[src/rtl/msb_pkg.sv]
package msb_pkg;
    typedef enum logic [1:0] {
        REG_NONE = 2'd0,
        REG_TX   = 2'd1,
        REG_RX   = 2'd2,
        REG_STAT = 2'd3
    } msb_reg_e;
endpackage

[src/rtl/msb_decode.sv]
module msb_decode
    import msb_pkg::*;
#(
    parameter int unsigned ADDR_W = 32,
    parameter logic [ADDR_W-1:0] TX_ADDR   = 32'h8000_0000,
    parameter logic [ADDR_W-1:0] RX_ADDR   = 32'h8000_0004,
    parameter logic [ADDR_W-1:0] STAT_ADDR = 32'h8000_0008
) (
    input  logic [ADDR_W-1:0] addr,
    input  logic              wr,
    input  logic              rd,
    output msb_reg_e          hit,
    output logic              tx_push,
    output logic              rx_pop
);
    always_comb begin
        if (addr == TX_ADDR)        hit = REG_TX;
        else if (addr == RX_ADDR)   hit = REG_RX;
        else if (addr == STAT_ADDR) hit = REG_STAT;
        else                        hit = REG_NONE;
        tx_push = wr && (hit == REG_TX);
        rx_pop  = rd && (hit == REG_RX);
    end
endmodule

[src/rtl/msb_tx_slot.sv]
module msb_tx_slot #(
    parameter int unsigned DATA_W = 32
) (
    input  logic              clk,
    input  logic              rst,
    input  logic              push,
    input  logic [DATA_W-1:0] push_data,
    input  logic              take,
    output logic [DATA_W-1:0] word,
    output logic              exists
);
    typedef struct packed {
        logic [DATA_W-1:0] word;
        logic              busy;
    } tx_state_t;

    tx_state_t st_d, st_q;

    always_comb begin
        st_d = st_q;
        if (push) begin
            st_d.word = push_data;
            st_d.busy = 1'b1;
        end else if (st_q.busy && take) begin
            st_d.busy = 1'b0;
        end
    end

    always_ff @(posedge clk) begin
        if (rst) st_q <= '0;
        else     st_q <= st_d;
    end

    assign word   = st_q.word;
    assign exists = st_q.busy;

    // a store lands next cycle and keeps exists high
    assert_tx_load_R1: assert property (@(posedge clk) disable iff (rst)
        push |=> (exists && word == $past(push_data)));
    // acknowledge drops exists
    assert_tx_drop_R2: assert property (@(posedge clk) disable iff (rst)
        (exists && take && !push) |=> !exists);
    // idle slot stays idle and unchanged
    assert_tx_idle_R2: assert property (@(posedge clk) disable iff (rst)
        (!exists && !push) |=> (!exists && $stable(word)));
endmodule

[src/rtl/msb_rx_slot.sv]
module msb_rx_slot #(
    parameter int unsigned DATA_W = 32
) (
    input  logic              clk,
    input  logic              rst,
    input  logic              put,
    input  logic [DATA_W-1:0] put_data,
    input  logic              pop,
    output logic [DATA_W-1:0] word,
    output logic              full
);
    typedef struct packed {
        logic [DATA_W-1:0] word;
        logic              held;
    } rx_state_t;

    rx_state_t st_d, st_q;

    always_comb begin
        st_d = st_q;
        if (pop) st_d.held = 1'b0;
        if (put && !st_q.held) begin
            st_d.word = put_data;
            st_d.held = 1'b1;
        end
    end

    always_ff @(posedge clk) begin
        if (rst) st_q <= '0;
        else     st_q <= st_d;
    end

    assign word = st_q.word;
    assign full = st_q.held;

    // capture into an empty entry
    assert_rx_capture_R4: assert property (@(posedge clk) disable iff (rst)
        (put && !full) |=> (full && word == $past(put_data)));
    // writes into an occupied entry are dropped
    assert_rx_ignore_R5: assert property (@(posedge clk) disable iff (rst)
        (full && !pop) |=> (full && $stable(word)));
    // a data read frees the entry and keeps the word
    assert_rx_clear_R6: assert property (@(posedge clk) disable iff (rst)
        (full && pop) |=> (!full && $stable(word)));
endmodule

[src/rtl/mmio_stream_bridge.sv]
module mmio_stream_bridge
    import msb_pkg::*;
#(
    parameter int unsigned ADDR_W = 32,
    parameter int unsigned DATA_W = 32,
    parameter logic [ADDR_W-1:0] TX_ADDR   = 32'h8000_0000,
    parameter logic [ADDR_W-1:0] RX_ADDR   = 32'h8000_0004,
    parameter logic [ADDR_W-1:0] STAT_ADDR = 32'h8000_0008
) (
    input  logic              clk,
    input  logic              rst,
    input  logic [ADDR_W-1:0] bus_addr,
    input  logic              bus_wr,
    input  logic              bus_rd,
    input  logic [DATA_W-1:0] bus_wdata,
    output logic [DATA_W-1:0] bus_rdata,
    output logic [DATA_W-1:0] cp_tx_data,
    output logic              cp_tx_exists,
    input  logic              cp_tx_read,
    input  logic [DATA_W-1:0] cp_rx_data,
    input  logic              cp_rx_write,
    output logic              cp_rx_full
);
    msb_reg_e          hit;
    logic              tx_push;
    logic              rx_pop;
    logic [DATA_W-1:0] rx_word;

    msb_decode #(
        .ADDR_W(ADDR_W), .TX_ADDR(TX_ADDR), .RX_ADDR(RX_ADDR), .STAT_ADDR(STAT_ADDR)
    ) u_decode (
        .addr(bus_addr), .wr(bus_wr), .rd(bus_rd),
        .hit(hit), .tx_push(tx_push), .rx_pop(rx_pop)
    );

    msb_tx_slot #(.DATA_W(DATA_W)) u_tx (
        .clk(clk), .rst(rst), .push(tx_push), .push_data(bus_wdata),
        .take(cp_tx_read), .word(cp_tx_data), .exists(cp_tx_exists)
    );

    msb_rx_slot #(.DATA_W(DATA_W)) u_rx (
        .clk(clk), .rst(rst), .put(cp_rx_write), .put_data(cp_rx_data),
        .pop(rx_pop), .word(rx_word), .full(cp_rx_full)
    );

    always_comb begin
        bus_rdata = '0;
        if (bus_rd) begin
            case (hit)
                REG_RX:   bus_rdata = rx_word;
                REG_STAT: bus_rdata = DATA_W'(cp_rx_full);
                default:  bus_rdata = '0;
            endcase
        end
    end

    // reads outside the two readable addresses return zero
    assert_unmapped_zero_R8: assert property (@(posedge clk) disable iff (rst)
        (!bus_rd || (bus_addr != RX_ADDR && bus_addr != STAT_ADDR)) |-> (bus_rdata == '0));
    // status carries only bit 0
    assert_status_bit_R7: assert property (@(posedge clk) disable iff (rst)
        (bus_rd && bus_addr == STAT_ADDR) |-> (bus_rdata[DATA_W-1:1] == '0));
    // a store elsewhere does not arm the outbound link
    assert_stray_write_R8: assert property (@(posedge clk) disable iff (rst)
        (bus_wr && bus_addr != TX_ADDR && !cp_tx_exists) |=> !cp_tx_exists);
endmodule

[config.mk]
export PLATFORM = sky130hd
export DESIGN_NAME = mmio_stream_bridge
export DESIGN_NICKNAME = d
export VERILOG_FILES = /design/src/rtl/msb_pkg.sv /design/src/rtl/msb_decode.sv /design/src/rtl/msb_tx_slot.sv /design/src/rtl/msb_rx_slot.sv /design/src/rtl/mmio_stream_bridge.sv
export SDC_FILE = /design/constraint.sdc
export NUM_CORES = 1
export LEC_CHECK = 0
export ABC_AREA = 1
export BUFFER_PORTS_ARGS = -buffer_cell sky130_fd_sc_hd__buf_2
export CAP_MARGIN = 25
export CORE_MARGIN = 5
export CORE_UTILIZATION = 39
export CTS_CLUSTER_SIZE = 16
export DETAILED_ROUTE_END_ITERATION = 16
export PLACE_DENSITY = 0.72
export SLEW_MARGIN = 10
export SYNTH_ARGS = -nofsm -noshare
export SYNTH_HDL_FRONTEND = slang
export SYNTH_SLANG_ARGS = --single-unit
[constraint.sdc]
create_clock -name clk -period 1.9 [get_ports clk]
set_clock_uncertainty 0.1 [all_clocks]
set_input_delay 0.285 -clock clk [delete_from_list [all_inputs] [get_ports clk]]
set_output_delay 0.285 -clock clk [all_outputs]
set_load 0.02 [all_outputs]
==> flow_metrics.env <==
export IMPL_synth_ff_type="dfxtp_1"
export IMPL_fp_dieH_um=98.4
export IMPL_fin_ws_ps=-258
export IMPL_outcome="complete, but fails checks"
export IMPL_syn_area_per_cell_um2=6.61
export IMPL_clock_path_buffers=2
export IMPL_grt_overflow_total=0
export IMPL_drt_iter0_markers=114
export IMPL_required_ps=1510
export IMPL_cts_sinks=66
export IMPL_stdcell_count=746
export IMPL_yosysTopAreaCellShare_pct=43.4
export IMPL_setup_tns_final_ps=-7430
export IMPL_hold_viol=0
export IMPL_path_clk_slew_ps=70
export IMPL_synth_area_leaders="dfxtp_1 43%, nor2_1 16%, inv_1 8.8%"
export IMPL_cts_buffers=9
export IMPL_crit_arrival_ps=1770
export IMPL_cp_cell_sequence="buf_6, nor2_4, nand2_2, nor2_4, buf_4, nand2_2, o21ai_1, nor2_2, nand2_4, clkbuf_16, nor2_4, buf_6"
export IMPL_drt_wl_total_um=10100
export IMPL_dp_cells=722
export IMPL_initial_core_util_pct=39.8
export IMPL_violations="setup timing"
export IMPL_leakage_uw=0.00237
export IMPL_relSlewSlack_pct=73.8
export IMPL_wl_per_cell_um=13.5
export IMPL_cp_end_kind="output pin"
export IMPL_dieArea_um2=9680
export IMPL_syn_to_final_growth_pct=63.9
export IMPL_synth_distinct_cells=20
export IMPL_ctsHoldBuffers=0
export IMPL_final_nets=741
export IMPL_cts_tree="built"
export IMPL_detail_route_antenna_nets=0
export IMPL_worstMarginPinSlew_ps=393
export IMPL_synth_edf_count=0
export IMPL_place_area_um2=4050
export IMPL_synthCells=461
export IMPL_crit_type="in2out"
export IMPL_clock_root_buffer="clkbuf_8"
export IMPL_syn_cell_area_um2=3050
export IMPL_crit_top_cell="nor2_4"
export IMPL_critPathMaxStageDelay_ps=230
export IMPL_ys_seq_area_share_pct=43.4
export IMPL_start_kind="input port"
export IMPL_clk_latency_ps=330
export IMPL_synthTopCellsByCount="131 x nor2_1, 71 x inv_1, 66 x dfxtp_1, 49 x nand2_1, 34 x nand3_1"
export IMPL_io_buffers=167
export IMPL_maxClockFrequency_ghz=0.463
export IMPL_power_density_nw_per_um2=615
export IMPL_grtUsageTotal_pct=16.3
export IMPL_path_delay_family="simple AND/OR/NAND/NOR gates"
export IMPL_row_count=32
export IMPL_grt_pass1_wl_um=13300
export IMPL_crit_fanout=8
export IMPL_drv_slew=0
export IMPL_stdcell_area_um2=4990
export IMPL_fin_crit_ps=2160
export IMPL_htreeDepth=3
export IMPL_rsz0062_at_grt="true"
export IMPL_hpwl_um=6200
export IMPL_grt_max_degree=65
export IMPL_grt_pass1_vias=3139
export IMPL_via_count=3572
export IMPL_nFillCells=648
export IMPL_drt_pass1_iter_count=4
export IMPL_drive_gt1_share_pct=43.8
export IMPL_ys_seq_elements=66
export IMPL_irDropWorstVdd_mv=0.503
export IMPL_hold_path_class="in2reg"
export IMPL_yosysTopAreaCell="dfxtp_1"
export IMPL_yosysMostFrequentCell="nor2_1"
export IMPL_drv_cap=0
export IMPL_remaining_drc_errors=0
export IMPL_gp_congestion=0.837
export IMPL_antenna_found_initial=0
export IMPL_multi_input_area_um2=1680
export IMPL_seqCellArea_um2=1320
export IMPL_ys_warn_count=0
export IMPL_critPathBufInv=4
export IMPL_syn_nets=563
export IMPL_diodes=0
export IMPL_setup_violations=32
export IMPL_die_w_um=98.4
export IMPL_pin_count=168
export IMPL_crit_slowest_cell="o21ai_1"
export IMPL_vias_per_cell=4.79
export IMPL_async_flop_share_pct=0
export IMPL_period_share_pct=114
export IMPL_coreArea_um2=7650
[stage by stage]
stage	power [uW]	setup slack [ps]	hold WS, ps	util [%]
after floorplan	1660	59.2	257	-
after global placement	1810	-119	339	52.9
after detailed placement	1820	-149	345	52.9
after CTS	3010	-150	51.5	55.9
after global routing	3210	-353	54.4	65.3
final	3070	-258	66.2	65.3
[repair_timing]
item                                    4_1_cts  5_1_grt
resized for setup                             9      169
cloned                                        0        3
pin swaps                                     0       36
endpoints found under the setup margin       31       32
setup buffers                                 0        5
[cells by family (layout without fill, tap and decap cells)]
family	after synthesis	in the layout	share of synthesized area [%]
compound gates	66	66	10.8
buf+inv	97	280	13.6
flops	66	66	43.4
simple gates	232	232	32.2
[final cells by class]
| type | instances | share of cell area (%) |
|---|---|---|
| Inverter | 72 | 5.41 |
| Clock buffer | 10 | 2.76 |
| Clock inverter | 6 | 1.30 |
| Multi-Input combinational cell | 298 | 33.7 |
| Sequential cell | 66 | 26.5 |
| Tap cell | 102 | 2.56 |
| Timing Repair Buffer | 192 | 27.8 |
[power by group]
part	internal [uW]	switching, uW
Combinational	181	238
Clock	644	547
Sequential	1440	16.7
[metal layers]
layer / part of all wire, % / track usage [%]
met1: 37 / 17.5
met2: 50 / 29.5
met3: 9.6 / 6.21
met4: 3.3 / 5.15
met5: 0 / 0
[cell usage in the layout (no fill, tap or decap), drive strengths merged]
master	count
nor2	140
o21ai	33
bufinv	1
nor3	1
a21oi	33
clkinv	4
clkinvlp	1
nand3	34
buf	190
dfxtp	66
inv	72
nor3b	1
nand2	51
nand4	4
clkbuf	12
and2	1
[state kept, by name, summed over array words and instances, names as in the netlist]
register and count:
u_rx.full 1, u_rx.word 32, u_tx.word 32, u_tx.exists 1
[final timing paths]
path	startpoint	to	slack [ps]	cells past startpoint
worst max-delay path	bus_addr[8]	bus_rdata[18]	-260	12
worst min-delay path	rst	u_rx.full	70	2
worst min register to register	u_rx.word[19]	u_rx.word[19]	360	2
worst max register to register	u_rx.full	u_rx.word[12]	630	5
No activity file was read; power rests on OpenSTA's default activity.
